==> src/rtl/pwr_seq_pkg.sv <==
package pwr_seq_pkg;
  typedef enum logic [2:0] {
    ST_OFF   = 3'd0,
    ST_DELAY = 3'd1,
    ST_RAMP  = 3'd2,
    ST_CAL   = 3'd3,
    ST_RUN   = 3'd4,
    ST_FLT   = 3'd5,
    ST_HOT   = 3'd6
  } seq_st_e;

  function automatic int max3(input int a, input int b, input int c);
    int m;
    m = (a > b) ? a : b;
    return (m > c) ? m : c;
  endfunction
endpackage

==> src/rtl/pwr_seq_timer.sv <==
// Microsecond interval counter, restarted on every sequencer state change.
module pwr_seq_timer #(
  parameter int TW = 8
) (
  input  logic          clk,
  input  logic          rst_n,
  input  logic          restart,
  input  logic          us_tick,
  output logic [TW-1:0] count
);
  localparam logic [TW-1:0] CMAX = '1;

  always_ff @(posedge clk or negedge rst_n) begin
    if (!rst_n)                        count <= '0;
    else if (restart)                  count <= '0;
    else if (us_tick && count != CMAX) count <= count + 1'b1;
  end
endmodule

==> src/rtl/pwr_seq_ocp.sv <==
// Consecutive current-limit cycle counter.
module pwr_seq_ocp #(
  parameter int OCP_CYCLES = 32
) (
  input  logic clk,
  input  logic rst_n,
  input  logic active,
  input  logic sw_strobe,
  input  logic ilim_flag,
  output logic trip
);
  localparam int CW = $clog2(OCP_CYCLES + 1);
  localparam logic [CW-1:0] LAST = CW'(OCP_CYCLES - 1);

  logic [CW-1:0] run_cnt;

  assign trip = active && sw_strobe && ilim_flag && (run_cnt >= LAST);

  always_ff @(posedge clk or negedge rst_n) begin
    if (!rst_n)                 run_cnt <= '0;
    else if (!active)           run_cnt <= '0;
    else if (sw_strobe) begin
      if (!ilim_flag)           run_cnt <= '0;
      else if (run_cnt != LAST) run_cnt <= run_cnt + 1'b1;
    end
  end
endmodule

==> src/rtl/pwr_seq_retry.sv <==
// Fast re-trip window that is armed after a fault restart.
module pwr_seq_retry #(
  parameter int REFAULT_US = 10
) (
  input  logic clk,
  input  logic rst_n,
  input  logic arm,
  input  logic disarm,
  input  logic active,
  input  logic us_tick,
  input  logic ilim_evt,
  output logic trip
);
  localparam int WW = $clog2(REFAULT_US + 1);
  localparam logic [WW-1:0] WIN = WW'(REFAULT_US);

  logic          armed;
  logic          seen;
  logic [WW-1:0] win_cnt;
  logic          win_done;

  assign win_done = win_cnt >= WIN;
  assign trip     = armed && active && win_done && (seen || ilim_evt);

  always_ff @(posedge clk or negedge rst_n) begin
    if (!rst_n) begin
      armed   <= 1'b0;
      seen    <= 1'b0;
      win_cnt <= '0;
    end else begin
      if (disarm)                                  armed <= 1'b0;
      else if (arm)                                armed <= 1'b1;
      else if (armed && active && win_done && !trip) armed <= 1'b0;

      if (!active || !armed) begin
        seen    <= 1'b0;
        win_cnt <= '0;
      end else begin
        if (ilim_evt)                seen    <= 1'b1;
        if (us_tick && !win_done)    win_cnt <= win_cnt + 1'b1;
      end
    end
  end
endmodule

==> src/rtl/pwr_seq_top.sv <==
module pwr_seq_top
  import pwr_seq_pkg::*;
#(
  parameter int START_DLY_US = 75,
  parameter int CAL_US       = 85,
  parameter int PG_DLY_US    = 10,
  parameter int OFF_US       = 80,
  parameter int REFAULT_US   = 10,
  parameter int OCP_CYCLES   = 32
) (
  input  logic clk,
  input  logic rst_n,
  input  logic uvlo_ok,
  input  logic en_pin,
  input  logic en_bit,
  input  logic sw_strobe,
  input  logic ilim_flag,
  input  logic hot_flag,
  input  logic cool_flag,
  input  logic at_setpoint,
  input  logic us_tick,
  output logic run_en,
  output logic ss_active,
  output logic force_pwm,
  output logic force_pfm,
  output logic pwr_good,
  output logic reg_reset
);
  localparam int TMAX = max3(START_DLY_US, CAL_US, OFF_US);
  localparam int TW   = $clog2(TMAX + 1);
  localparam logic [TW-1:0] T_START = TW'(START_DLY_US);
  localparam logic [TW-1:0] T_CAL   = TW'(CAL_US);
  localparam logic [TW-1:0] T_PG    = TW'(PG_DLY_US);
  localparam logic [TW-1:0] T_OFF   = TW'(OFF_US);

  seq_st_e       st_q, st_d;
  logic [TW-1:0] tmr;
  logic          enabled;
  logic          switching;
  logic          ocp_trip;
  logic          rf_trip;
  logic          rst_q;

  assign enabled   = uvlo_ok && en_pin && en_bit;
  assign switching = (st_q == ST_RAMP) || (st_q == ST_CAL) || (st_q == ST_RUN);

  pwr_seq_timer #(.TW(TW)) u_timer (
    .clk     (clk),
    .rst_n   (rst_n),
    .restart (st_d != st_q),
    .us_tick (us_tick),
    .count   (tmr)
  );

  pwr_seq_ocp #(.OCP_CYCLES(OCP_CYCLES)) u_ocp (
    .clk       (clk),
    .rst_n     (rst_n),
    .active    (switching),
    .sw_strobe (sw_strobe),
    .ilim_flag (ilim_flag),
    .trip      (ocp_trip)
  );

  pwr_seq_retry #(.REFAULT_US(REFAULT_US)) u_retry (
    .clk      (clk),
    .rst_n    (rst_n),
    .arm      ((st_q != ST_FLT) && (st_d == ST_FLT)),
    .disarm   (st_q == ST_OFF),
    .active   (switching),
    .us_tick  (us_tick),
    .ilim_evt (sw_strobe && ilim_flag),
    .trip     (rf_trip)
  );

  always_comb begin
    st_d = st_q;
    if (!enabled) begin
      st_d = ST_OFF;
    end else begin
      unique case (st_q)
        ST_OFF:  st_d = hot_flag ? ST_HOT : ST_DELAY;
        ST_HOT:  if (cool_flag && !hot_flag) st_d = ST_DELAY;
        ST_FLT: begin
          if (hot_flag)          st_d = ST_HOT;
          else if (tmr >= T_OFF) st_d = ST_DELAY;
        end
        default: begin
          if (hot_flag)                st_d = ST_HOT;
          else if (ocp_trip || rf_trip) st_d = ST_FLT;
          else begin
            case (st_q)
              ST_DELAY: if (tmr >= T_START) st_d = ST_RAMP;
              ST_RAMP:  if (at_setpoint)    st_d = ST_CAL;
              ST_CAL:   if (tmr >= T_CAL)   st_d = ST_RUN;
              default:  st_d = st_q;
            endcase
          end
        end
      endcase
    end
  end

  always_ff @(posedge clk or negedge rst_n) begin
    if (!rst_n) begin
      st_q  <= ST_OFF;
      rst_q <= 1'b1;
    end else begin
      st_q  <= st_d;
      rst_q <= !(uvlo_ok && en_pin);
    end
  end

  assign run_en    = (st_q == ST_DELAY) || switching;
  assign ss_active = (st_q == ST_RAMP);
  assign force_pfm = (st_q == ST_RAMP);
  assign force_pwm = (st_q == ST_CAL);
  assign pwr_good  = ((st_q == ST_CAL) && (tmr >= T_PG)) || (st_q == ST_RUN);
  assign reg_reset = rst_q;
endmodule

==> config.mk <==
export PLATFORM = sky130hd
export DESIGN_NAME = pwr_seq_top
export DESIGN_NICKNAME = d
export VERILOG_FILES = /design/src/rtl/pwr_seq_pkg.sv /design/src/rtl/pwr_seq_timer.sv /design/src/rtl/pwr_seq_ocp.sv /design/src/rtl/pwr_seq_retry.sv /design/src/rtl/pwr_seq_top.sv
export SDC_FILE = /design/constraint.sdc
export NUM_CORES = 1
export LEC_CHECK = 0
export BUFFER_PORTS_ARGS = -buffer_cell sky130_fd_sc_hd__buf_4
export CORE_AREA = 2 2 55 57
export CTS_CLUSTER_DIAMETER = 150
export DETAILED_ROUTE_END_ITERATION = 6
export DIE_AREA = 0 0 57 59
export GPL_TIMING_DRIVEN = 0
export PLACE_DENSITY = 0.78
export SLEW_MARGIN = 20
export SYNTH_ARGS = -nofsm -noshare
export SYNTH_HDL_FRONTEND = slang
export SYNTH_SLANG_ARGS = --single-unit
==> constraint.sdc <==
create_clock -name clk -period 6.2 [get_ports clk]
set_input_delay 0 -clock clk [delete_from_list [all_inputs] [get_ports clk]]
set_output_delay 0 -clock clk [all_outputs]
set_load 0.01 [all_outputs]
After elaboration in Yosys (flattened, before gate mapping) --
Cells that the tools add are included.
Word-level totals: register bits 23, input bits 11, logic and storage cells 88
Operators by class: add/subtract/negate cells 3, $lt $le $gt $ge 6, equality and inequality tests 13, mux-type cells 25, reductions and logical operators 34
Operators with widths (number):
- 3-bit two-way mux | 10
- 6-bit two-way mux | 4
- 7-bit greater-or-equal comparator (second input constant) | 3
- 3-bit one-hot mux with 3 select lines | 2
- 1-bit logical AND | 15
- 7-bit two-way mux | 2
- 3-bit equality test (second input constant) | 4
- 4-bit two-way mux | 2
- 7-bit by 1-bit adder with 7-bit output (second input constant) | 1
- 7-bit by 4-bit greater-or-equal comparator with 1-bit output (second input constant) | 1
- 1-bit logical OR | 7
- 7-bit inequality test (second input constant) | 1
- 6-bit by 1-bit adder with 6-bit output (second input constant) | 1
- 3-bit by 2-bit equality test with 1-bit output (second input constant) | 2
- 6-bit by 5-bit greater-or-equal comparator with 1-bit output (second input constant) | 1
- 1-bit logical NOT | 6
- 6-bit by 5-bit inequality test with 1-bit output (second input constant) | 1
- 2-bit nonzero test | 3
- 1-bit two-way mux | 5
- 4-bit by 1-bit adder with 4-bit output (second input constant) | 1
- 4-bit greater-or-equal comparator (second input constant) | 1
- 3-bit by 1-bit equality test with 1-bit output (second input constant) | 1
- 3-bit logical NOT | 1
- 3-bit by 2-bit inequality test with 1-bit output (second input constant) | 1
- 5 further kinds | 5

Logic depth before layout (Yosys ltp) --
Gate-level depths: netlist of the first run.
depth after elaboration 15, mapped depth 8, mapped depth without buffers 8

Modules after synthesis --
A second synthesis of the first run with hierarchy kept.
Unflattened totals: cells, all modules 188, area total of the unflattened synthesis 1616.6 sq um
By module, submodules not included:
- pwr_seq_top | times used 1, cells each 74, area an instance 500.5 sq um
- pwr_seq_timer | times used 1, cells each 41, area an instance 427.9 sq um
- pwr_seq_ocp | times used 1, cells each 42, area an instance 382.9 sq um
- pwr_seq_retry | times used 1, cells each 31, area an instance 305.3 sq um

Worst setup path before layout of the first run --
No wires, ideal clock.
path kind register to register, from reg u_timer.count[0], to reg u_timer.count[0], data arrival time 1913 ps, required time 6127 ps, path slack 4213 ps, stages on the path, launching flop included 8, period minus slack after synthesis 1987 ps, path through dfrtp_1 ha_1 a211o_1 a311oi_1 or3_4 a2bb2oi_1 nand4_2 nor2_1
On the way: cells in the longest elaborated chain, start to end 9
RTL lines:
- start, declared | line pwr_seq_timer.sv:9 | output logic [TW-1:0] count
- start signal, assigned | line pwr_seq_timer.sv:16 | else if (us_tick && count != CMAX) count <= count + 1'b1;
- 7-bit greater-or-equal comparator, on equally long branches | line pwr_seq_top.sv:94, pwr_seq_top.sv:92
- 3-bit two-way mux, on equally long branches | line pwr_seq_top.sv:94, pwr_seq_top.sv:92
- 3-bit one-hot mux with 3 select lines | line pwr_seq_top.sv:91 | case (st_q)
- 3-bit two-way mux | line pwr_seq_top.sv:89 | else if (ocp_trip || rf_trip) st_d = ST_FLT;
- 3-bit two-way mux | line pwr_seq_top.sv:88 | if (hot_flag) st_d = ST_HOT;
- 3-bit one-hot mux with 3 select lines | line pwr_seq_top.sv:80 | unique case (st_q)
- 3-bit two-way mux | line pwr_seq_top.sv:77 | if (!enabled) begin
- 3-bit inequality test | line pwr_seq_top.sv:50 | .restart (st_d != st_q),
- 7-bit two-way mux or 2-bit nonzero test (tied branches)
Several ways; a longest one is shown, not always the timed one. The select of a mux whose other input is x is not followed. A chain may end at the register's enable or synchronous reset.

Worst setup path after layout of the first run --
from reg u_timer.count[0], to reg u_timer.count[5]
Same word-level chain as after synthesis.

==> flow_metrics.env, run 1 <==
export IMPL_drv_slew=0
export IMPL_grt_pass1_wl_mm=5.93
export IMPL_vias_per_cell=6.30
export IMPL_gp_congestion=0.937
export IMPL_finalNonFillerCells=235
export IMPL_synth_simple_area_share_pct=24.1
export IMPL_worst_hold_path_type="primary input to flip-flop"
export IMPL_synth_xor_area_share_pct=2.78
export IMPL_drt_met1_wl_mm=1.51
export IMPL_cp_max_fo=8
export IMPL_die_w_um=57
export IMPL_num_vias=1481
export IMPL_antenna_found_initial=0
export IMPL_wl_per_cell_um=15.0
export IMPL_path_clk_slew_ps=130
export IMPL_track_usage_pct=22.2
export IMPL_n_antenna_cell=0
export IMPL_root_buffer="clkbuf_4"
export IMPL_crit_type="flip-flop to flip-flop"
export IMPL_ios=17
export IMPL_rsz0062_at_grt="false"
export IMPL_hold_viol=0
export IMPL_synth_edff_count=0
export IMPL_setup_viol=0
export IMPL_synth_compound_area_share_pct=26.4
export IMPL_die_h_um=59
export IMPL_routed_wl_mm=3.52
export IMPL_synth_largest_area_cell="dfrtp_1"
export IMPL_synthArstFlopShare_pct=100
export IMPL_reg2reg_depth=7
export IMPL_grt_max_degree=24
export IMPL_synth_area_sq_mm=0.00158
export IMPL_dieArea_sq_mm=0.00336
export IMPL_drt_first_pass_iters=4
export IMPL_synth_top_cell_area_share_pct=34.9
export IMPL_rows=19
export IMPL_clk_path_buf_depth=2
export IMPL_clock_skew_ps=5.22
export IMPL_fmax_mhz=434
export IMPL_period_minus_slack_ps=2310
export IMPL_synthFlopType="dfrtp_1"
export IMPL_route_met2_wl_mm=1.83
export IMPL_leakage_nw=0.807
export IMPL_relSlewSlack_pct=40.2
export IMPL_yosysWarningCount=0
export IMPL_stdcell_area_sq_mm=0.00182
export IMPL_ant_nets=0
export IMPL_holdWs_ps=51.7
export IMPL_postLayoutCoreUtil_pct=67.0
export IMPL_syn_inst=179
export IMPL_clock_sinks=23
export IMPL_grt_remaining_overflow=0
export IMPL_drc=0
export IMPL_numCtsBuffers=3
export IMPL_p_per_area_mw_per_mm2=176
export IMPL_hpwl_mm=2.56
export IMPL_hold_path_depth=3
export IMPL_cp_arrival_ps=2560
export IMPL_synth_area_leaders="dfrtp_1 (35%), nor2_1 (6.2%), ha_1 (4.8%), a21oi_1 (3.5%), nand2_1 (2.9%)"
export IMPL_synth_top_family_by_area="compound AO/OA/AOI/OAI gates"
export IMPL_clock_latency_ps=310
export IMPL_fin_crit_sh_pct=37.2
export IMPL_fin_nets=222
export IMPL_synth_fa_ha_area_share_pct=4.77
export IMPL_crit_path_end_kind="flip-flop"
export IMPL_h_tree_depth=1
export IMPL_tns_ps=0
export IMPL_port_buffers=15
export IMPL_cts_tree="built"
export IMPL_top_layer="met4"
export IMPL_start_kind="flip-flop"
export IMPL_drive_gt1_share_pct=18.6
export IMPL_place_area_sq_mm=0.00173
export IMPL_drt_iter0_drc=167
export IMPL_ir_drop_uv=146
export IMPL_coreArea_sq_mm=0.00271
export IMPL_yosysUniqueCellTypes=58
export IMPL_synth_nets=196
export IMPL_placed_cells=225
export IMPL_tightest_slew_ps=885
export IMPL_seq_area_frac_synth_pct=36.6
export IMPL_outcome="completed"
export IMPL_grt_pass1_vias=1353
export IMPL_wl_met3_um=129
export IMPL_avgSynthCellArea_sq_um=8.80
export IMPL_muxShareOfSynthArea_pct=0.635
export IMPL_cp_required_ps=6460
export IMPL_start_util_pct=58.1
export IMPL_ys_ff_latch=23
export IMPL_cap_violations=0
export IMPL_syn_to_final_growth_pct=15.3
## synth_stat cells, types with 2 or more instances
cell type,instances
xnor2_1,3
nand4_1,2
a22oi_1,3
nor2_1,26
dfrtp_1,22
a31oi_1,3
a21oi_1,11
nor3_1,5
nand2_1,12
a211oi_1,3
xor2_1,2
and2_1,3
a41oi_1,3
nand2b_1,3
nand3b_1,2
nand3_1,5
o21ai_0,8
a211o_1,2
o21a_1,2
ha_1,6
and3_1,5
buf_4,2
buf_2,2
a31o_2,3
o41ai_1,3
inv_1,6
## cells by family (layout without fill, tap and decap cells)
group | Yosys count | count (layout)
compound gates | 56 | 56
xor+xnor | 5 | 5
fa+ha+maj | 6 | 6
flops | 23 | 23
mux | 1 | 1
buf+inv | 15 | 40
simple gates | 73 | 73
## critical path, stage by stage, from the launching register on
cell	delay, ps
dfrtp_1	490
ha_1	310
a211o_1	310
a311oi_1	320
or3_4	200
a2bb2oi_1	210
nand4_2	230
nor2_1	160
## layout make-up
cell class                      count  area (sq um)
Fill cell                         215           893
Sequential cell                    23           577
Inverter                            7          26.3
Tap cell                           31          38.8
Clock inverter                      1          7.51
Buffer                              8          48.8
Multi-Input combinational cell    141           923
Timing Repair Buffer               21           173
Clock buffer                        3          22.5
## power by group
| part | internal [mW] | leakage [nW] | switching [mW] | total, mW |
|---|---|---|---|---|
| combinational | 0.0343 | 0.479 | 0.0407 | 0.0751 |
| clock | 0.0246 | 0.0139 | 0.0464 | 0.0711 |
| sequential | 0.159 | 0.314 | 0.0160 | 0.175 |
## timing repair
action                                 in CTS  in global routing
hold buffers                                6                  0
buffers inserted                            0                  0
resized for setup                           0                  0
endpoints found under the hold margin      28                  0
## through the flow
step / setup slack [ps] / power, mW
detailed placement: 3940 / 0.249
floorplan: 4210 / 0.222
CTS: 3910 / 0.323
global placement: 3940 / 0.244
finish: 3890 / 0.321
global route: 3690 / 0.338
## cells in the final DEF, fill, tap and decap left out, types with 5 or more instances in the layout
cell           count
dlygate4sd3_1      6
nand3_1            5
a21oi_1           11
o21ai_0            8
nor3_1             5
buf_4             17
nor2_1            26
inv_1              6
nand2_1           12
ha_1               6
and3_1             5
dfrtp_1           22
## state kept, by name (all words and copies together), names as in the netlist
name             count
u_retry.win_cnt      4
u_ocp.run_cnt        6
u_timer.count        7
reg_reset            1
u_retry.armed        1
st_q                 3
u_retry.seen         1
## layer usage
layer  track usage, %  vias to the layer above
li1                 -                      713
met4             7.64                        0
met3             3.28                        7
met1             29.3                      713
met5                0                        -
met2             37.8                       48
## final timing paths
path	from	endpoint	slack [ps]
setup / recovery	u_timer.count[0]$_DFFE_PN0P_	u_timer.count[5]$_DFFE_PN0P_	3890
hold / removal	en_bit	st_q[1]$_DFF_PN0_	50
setup reg to reg	u_timer.count[0]$_DFFE_PN0P_	u_timer.count[5]$_DFFE_PN0P_	3890
hold reg to reg	u_retry.win_cnt[3]$_DFFE_PN0P_	u_retry.win_cnt[3]$_DFFE_PN0P_	530
max in group asynchronous	rst_n	reg_reset$_DFF_PN1_	5820
min in group asynchronous	rst_n	u_retry.win_cnt[2]$_DFFE_PN0P_	90
Power figures use the tool's default switching activity.
==> run 2, diff against run 1 <==
--- a/config.mk
+++ b/config.mk
@@ -5,13 +5,14 @@
 export SDC_FILE = /design/constraint.sdc
 export NUM_CORES = 1
 export LEC_CHECK = 0
+export ABC_AREA = 1
 export BUFFER_PORTS_ARGS = -buffer_cell sky130_fd_sc_hd__buf_4
-export CORE_AREA = 2 2 55 57
+export CORE_AREA = 2 2 59 61
 export CTS_CLUSTER_DIAMETER = 150
 export DETAILED_ROUTE_END_ITERATION = 6
-export DIE_AREA = 0 0 57 59
+export DIE_AREA = 0 0 61 63
 export GPL_TIMING_DRIVEN = 0
-export PLACE_DENSITY = 0.78
+export PLACE_DENSITY = 0.73
 export SLEW_MARGIN = 20
 export SYNTH_ARGS = -nofsm -noshare
 export SYNTH_HDL_FRONTEND = slang
==> constraint.sdc (replaced) <==
create_clock -name clk -period 2.1 [get_ports clk]
set_input_delay 0 -clock clk [delete_from_list [all_inputs] [get_ports clk]]
set_output_delay 0 -clock clk [all_outputs]
set_load 0.01 [all_outputs]
==> run 2 against run 1 <==
Total power rose to 2.9 times the previous value. Critical path type unchanged. Hold slack worse by 22 ps. Synthesized area is 1.7% higher. Combinational power rose to 3.1 times the previous value. Via count is 7.5% lower. Register-to-register slack worse by 3600 ps. Wire length shrank 18%. Non-clock buffer count is 7 lower. Synthesized cell count increased by 21%.
==> flow_metrics.env, run 2 <==
export IMPL_setup_viol=0
export IMPL_largest_reg_flops=7
export IMPL_hold_viol=0
export IMPL_drt_iter0_drc=121
export IMPL_start_kind="flip-flop"
export IMPL_drc=0
export IMPL_hpwl_mm=2.27
export IMPL_ctsResizeCount=0
export IMPL_cp_max_fo=7
export IMPL_final_common_cell="nand2_1"
export IMPL_ir_drop_uv=253
export IMPL_routed_wl_mm=2.90
export IMPL_port_buffers=16
export IMPL_tightest_slew_ps=331
export IMPL_cp_arrival_ps=2090
export IMPL_relSlewSlack_pct=77.7
export IMPL_tns_ps=0
export IMPL_multi_input_area_sq_um=876
export IMPL_synth_area_sq_mm=0.00160
export IMPL_grt_remaining_overflow=0
export IMPL_grt_pass1_wl_mm=5.31
export IMPL_grt_max_degree=24
export IMPL_synth_edff_count=0
export IMPL_drv_slew=0
export IMPL_top_regs="u_timer.count (7), u_ocp.run_cnt (6), u_retry.win_cnt (4)"
export IMPL_die_w_um=61
export IMPL_rows=21
export IMPL_coreArea_sq_mm=0.00323
export IMPL_fin_nets=257
export IMPL_clock_latency_ps=310
export IMPL_avgSynthCellArea_sq_um=7.42
export IMPL_worst_hold_path_type="primary input to flip-flop"
export IMPL_seqCellArea_sq_um=577
export IMPL_synth_area_leaders="dfrtp_1 (34%), nand2_1 (10%), inv_1 (6.6%), nand3_1 (6.2%), nor2_1 (5.4%)"
export IMPL_fillers=334
export IMPL_syn_to_final_growth_pct=14.6
export IMPL_seq_area_frac_synth_pct=36.0
export IMPL_die_h_um=63
export IMPL_dieArea_sq_mm=0.00384
export IMPL_yosysUniqueCellTypes=34
export IMPL_p_per_area_mw_per_mm2=512
export IMPL_period_minus_slack_ps=1840
export IMPL_fmax_mhz=544
export IMPL_root_buffer="clkbuf_4"
export IMPL_crit_type="flip-flop to flip-flop"
export IMPL_cap_violations=0
export IMPL_clock_skew_ps=3.23
export IMPL_cp_required_ps=2350
export IMPL_netlist_top_cells_count="nand2_1 (43), inv_1 (28), nor2_1 (23), dfrtp_1 (22), nand3_1 (20)"
export IMPL_ant_nets=0
export IMPL_ios=17
export IMPL_wl_per_cell_um=10.2
export IMPL_rsz0062_at_grt="false"
export IMPL_outcome="completed"
export IMPL_syn_inst=216
export IMPL_regMostFlops="u_timer.count"
export IMPL_holdWs_ps=29.7
export IMPL_fin_crit_sh_pct=87.5
export IMPL_antenna_found_initial=0
export IMPL_yosysMostFrequentCell="nand2_1"
export IMPL_synth_largest_area_cell="dfrtp_1"
export IMPL_yosysWarningCount=0
export IMPL_post_cts_buffers=0
export IMPL_cts_hold_buf=3
export IMPL_synthFlopType="dfrtp_1"
export IMPL_ys_ff_latch=23
export IMPL_start_util_pct=49.6
export IMPL_track_usage_pct=17.8
export IMPL_synth_nets=233
export IMPL_n_antenna_cell=0
export IMPL_cts_tree="built"
export IMPL_num_vias=1370
export IMPL_clk_path_buf_depth=2
export IMPL_synth_top_cell_area_share_pct=34.3
export IMPL_h_tree_depth=1
export IMPL_crit_path_end_kind="flip-flop"
export IMPL_postLayoutCoreUtil_pct=56.8
export IMPL_report_power_total_mw=0.941
export IMPL_grt_pass1_vias=1266
export IMPL_gp_congestion=0.834
export IMPL_drt_first_pass_iters=4
export IMPL_leakage_nw=0.916
export IMPL_numCtsBuffers=3
export IMPL_drive_gt1_share_pct=23.4
export IMPL_vias_per_cell=4.81
export IMPL_mostFrequentLayoutCells="nand2_1 (43), inv_1 (28), nor2_1 (23), dfrtp_1 (22), nand3_1 (20)"
export IMPL_path_clk_slew_ps=120
export IMPL_clock_sinks=23
export IMPL_synthArstFlopShare_pct=100
-- run 2: cell types whose count changed in the layout (fill, tap and decap cells not counted), moves of 5 or more --
cell and delta:
a21oi_1 -7, and3_1 -5, inv_1 +22, nand2_1 +31
nand2_2 +9, nand3_1 +15, nor2_2 +9
-- run 2: cell type report --
type	count	share of cell area [%]
sequential	23	31.4
timing repair buffer	19	8.17
inverter	33	6.88
clock buffer	4	1.43
multi-input combinational	157	47.7
buffer	3	1.29
tap	46	3.13
-- run 2: power breakdown --
part | switching [mW] | internal (mW)
logic | 0.140 | 0.0944
registers | 0.0352 | 0.471
clock network | 0.126 | 0.0742
-- run 2: logic make-up after synthesis --
| family | synth area share (%) |
|---|---|
| xor gates and xnor gates | 3.28 |
| adders and majority gates | 4.68 |
| AOI/OAI and AO/OA | 9.13 |
| buffers and inverters | 9.37 |
| DFF | 36.0 |
| and+or+nand+nor | 37.5 |
-- run 2: per-layer routing --
| metal | global-route usage [%] | vias to the layer above | part of all wire [%] |
|---|---|---|---|
| met5 | 0 | - | 0 |
| met2 | 29.6 | 12 | 47 |
| met4 | 5.71 | 0 | 1.6 |
| met1 | 23.7 | 612 | 50 |
| li1 | - | 741 | - |
| met3 | 1.86 | 5 | 1.8 |
-- run 2: critical path: stages, from the launching register on --
cell and delay, ps:
dfrtp_1 420, ha_1 210, nand3_1 110, nor2_1 190
nor2_1 80, nor2_2 130, nor2_4 60, nand3_2 50
nand2_1 70, nand2_2 90, nand2_1 60, nand2_2 70
nand3_4 130, nor2_2 110
-- run 2: worst paths after layout --
kind / from / endpoint / slack (ps) / cells after the start
min: us_tick / u_retry.win_cnt[1]$_DFFE_PN0P_ / 30 / 4
min reg2reg: u_retry.win_cnt[3]$_DFFE_PN0P_ / u_retry.win_cnt[3]$_DFFE_PN0P_ / 530 / 2
max in group asynchronous: rst_n / reg_reset$_DFF_PN1_ / 1710 / 2
max reg2reg: u_ocp.run_cnt[0]$_DFFE_PN0P_ / u_timer.count[6]$_DFFE_PN0P_ / 260 / 13
max: u_ocp.run_cnt[0]$_DFFE_PN0P_ / u_timer.count[6]$_DFFE_PN0P_ / 260 / 13
min in group asynchronous: rst_n / u_retry.win_cnt[1]$_DFFE_PN0P_ / 100 / 2
-- run 2: metrics by stage --
stage,setup WS [ps],instance area (sq um),instances
global placement,292,1780,278
global route,23.5,1840,285
detailed placement,282,1780,278
finish,263,1840,285
floorplan,468,1600,216
CTS,224,1840,285
==> run 3, diff against run 2 <==
--- a/config.mk
+++ b/config.mk
@@ -7,12 +7,11 @@
 export LEC_CHECK = 0
 export ABC_AREA = 1
 export BUFFER_PORTS_ARGS = -buffer_cell sky130_fd_sc_hd__buf_4
-export CORE_AREA = 2 2 59 61
+export CORE_AREA = 2 2 63 65
 export CTS_CLUSTER_DIAMETER = 150
 export DETAILED_ROUTE_END_ITERATION = 6
-export DIE_AREA = 0 0 61 63
+export DIE_AREA = 0 0 65 67
 export GPL_TIMING_DRIVEN = 0
-export PLACE_DENSITY = 0.73
 export SLEW_MARGIN = 20
 export SYNTH_ARGS = -nofsm -noshare
 export SYNTH_HDL_FRONTEND = slang
==> run 3 against run 2 <==
Clock skew shrank 1.4 ps. Via count fell by 0.66%. First-iteration DRC count increased by 1.7%.
==> flow_metrics.env, run 3 (synthesis results as in run 2) <==
export IMPL_cap_violations=0
export IMPL_internal_power_mw=0.701
export IMPL_regMostFlops="u_timer.count"
export IMPL_fin_crit_sh_pct=87.9
export IMPL_die_w_um=65
export IMPL_hold_viol=0
export IMPL_rsz0062_at_grt="false"
export IMPL_coreArea_sq_mm=0.00361
export IMPL_outcome="completed"
export IMPL_vias_per_cell=4.74
export IMPL_worst_hold_path_type="primary input to flip-flop"
export IMPL_relSlewSlack_pct=77.5
export IMPL_clock_sinks=23
export IMPL_clock_latency_ps=260
export IMPL_h_tree_depth=1
export IMPL_cts_tree="built"
export IMPL_ir_drop_uv=250
export IMPL_setup_viol=0
export IMPL_finalNonFillerCells=287
export IMPL_crit_type="flip-flop to flip-flop"
export IMPL_report_power_total_mw=1.02
export IMPL_post_cts_buffers=0
export IMPL_drt_iter0_drc=123
export IMPL_tns_ps=0
export IMPL_cp_arrival_ps=2000
export IMPL_path_clk_slew_ps=80
export IMPL_die_h_um=67
export IMPL_grt_pass1_vias=1214
export IMPL_placed_cells=280
export IMPL_start_kind="flip-flop"
export IMPL_gp_congestion=0.797
export IMPL_cp_required_ps=2250
export IMPL_routed_wl_mm=3.01
export IMPL_cp_max_fo=7
export IMPL_p_per_area_mw_per_mm2=548
export IMPL_clock_skew_ps=1.83
export IMPL_ios=17
export IMPL_n_antenna_cell=0
export IMPL_start_util_pct=44.4
export IMPL_drive_gt1_share_pct=23.4
export IMPL_final_common_cell="nand2_1"
export IMPL_hpwl_mm=2.33
export IMPL_fmax_mhz=542
export IMPL_crit_path_end_kind="flip-flop"
export IMPL_drt_first_pass_iters=4
export IMPL_syn_to_final_growth_pct=15.9
export IMPL_clockPowerShare_pct=26.8
export IMPL_clk_path_buf_depth=2
export IMPL_drc=0
export IMPL_wl_per_cell_um=10.5
export IMPL_period_minus_slack_ps=1850
export IMPL_fin_nets=257
export IMPL_port_buffers=16
export IMPL_mostFrequentLayoutCells="nand2_1 (43), inv_1 (28), nor2_1 (23), dfrtp_1 (22), nand3_1 (20)"
export IMPL_seqPwrFrac_pct=49.8
export IMPL_grt_max_degree=24
export IMPL_grt_pass1_wl_mm=5.26
export IMPL_grt_remaining_overflow=0
export IMPL_leakage_nw=0.924
export IMPL_drv_slew=0
export IMPL_track_usage_pct=15.6
export IMPL_root_buffer="clkbuf_8"
export IMPL_largest_reg_flops=7
export IMPL_top_regs="u_timer.count (7), u_ocp.run_cnt (6), u_retry.win_cnt (4)"
export IMPL_comb_power_share_pct=23.3
export IMPL_power_switching_mw=0.317
export IMPL_fillers=370
export IMPL_tightest_slew_ps=333
export IMPL_antenna_found_initial=0
export IMPL_numCtsBuffers=3
export IMPL_netSwitchingFraction_pct=31.1
export IMPL_dieArea_sq_mm=0.00436
export IMPL_rows=22
export IMPL_ant_nets=0
export IMPL_postLayoutCoreUtil_pct=51.5
export IMPL_num_vias=1361
[run 3: worst paths after layout]
| check | start | end | slack, ps | cells after the start |
|---|---|---|---|---|
| worst min register to register | u_retry.win_cnt[3]$_DFFE_PN0P_ | u_retry.win_cnt[3]$_DFFE_PN0P_ | 520 | 2 |
| worst max-delay path | u_timer.count[0]$_DFFE_PN0P_ | u_timer.count[5]$_DFFE_PN0P_ | 250 | 10 |
| worst max register to register | u_timer.count[0]$_DFFE_PN0P_ | u_timer.count[5]$_DFFE_PN0P_ | 250 | 10 |
| min in group asynchronous | rst_n | u_retry.win_cnt[0]$_DFFE_PN0P_ | 160 | 2 |
| worst min-delay path | us_tick | u_timer.count[6]$_DFFE_PN0P_ | 80 | 4 |
| max in group asynchronous | rst_n | reg_reset$_DFF_PN1_ | 1660 | 2 |
[run 3: critical path: stages (launching register included)]
cell and delay, ps:
dfrtp_1 480, ha_1 210, nand3_1 80, nor3_1 250, nand2_1 90, nand2_1 140, inv_1 90, nand4_1 110
nor2_1 60, xor2_1 170, nor2_2 60
[run 3: power groups by stage]
stage	Clock (mW)	Sequential [mW]	Combinational (mW)
finish	0.273	0.507	0.238
global placement	0	0.516	0.233
detailed placement	0	0.516	0.234
floorplan	0	0.509	0.171
CTS	0.283	0.507	0.241
global route	0.299	0.513	0.278
[run 3: metal layers]
metal / vias up / share of wire (%) / global-route usage, % / wire length (um)
met5: - / 0 / 0 / 0
met4: 0 / 1.5 / 5.59 / 46
met3: 5 / 2.9 / 1.01 / 86
met2: 22 / 42 / 24.9 / 1260
met1: 599 / 54 / 22.3 / 1610
li1: 735 / - / - / -
[run 3: timing repair]
item / 4_1_cts / 5_1_grt
hold endpoints to repair: 24 / 0
hold buffers: 3 / 0
resized for setup: 0 / 0
[run 3: final cells by class]
| class | instances | area, sq um | area share [%] |
|---|---|---|---|
| plain buffers | 3 | 23.8 | 1.28 |
| clock buffers | 4 | 45.0 | 2.42 |
| inverters | 33 | 126 | 6.80 |
| multi-input cells | 157 | 876 | 47.1 |
| flip-flops and latches | 23 | 577 | 31.0 |
| well taps | 48 | 60.1 | 3.23 |
| repair buffers | 19 | 150 | 8.08 |
[run 3: metrics by stage]
step / hold slack [ps] / worst slack, ps / cell area, sq um
floorplan: -296 / 468 / 1600
global placement: -87.1 / 273 / 1780
detailed placement: -86.0 / 258 / 1780
CTS: 85.2 / 230 / 1860
global route: 117 / 70.5 / 1860
finish: 84.4 / 254 / 1860
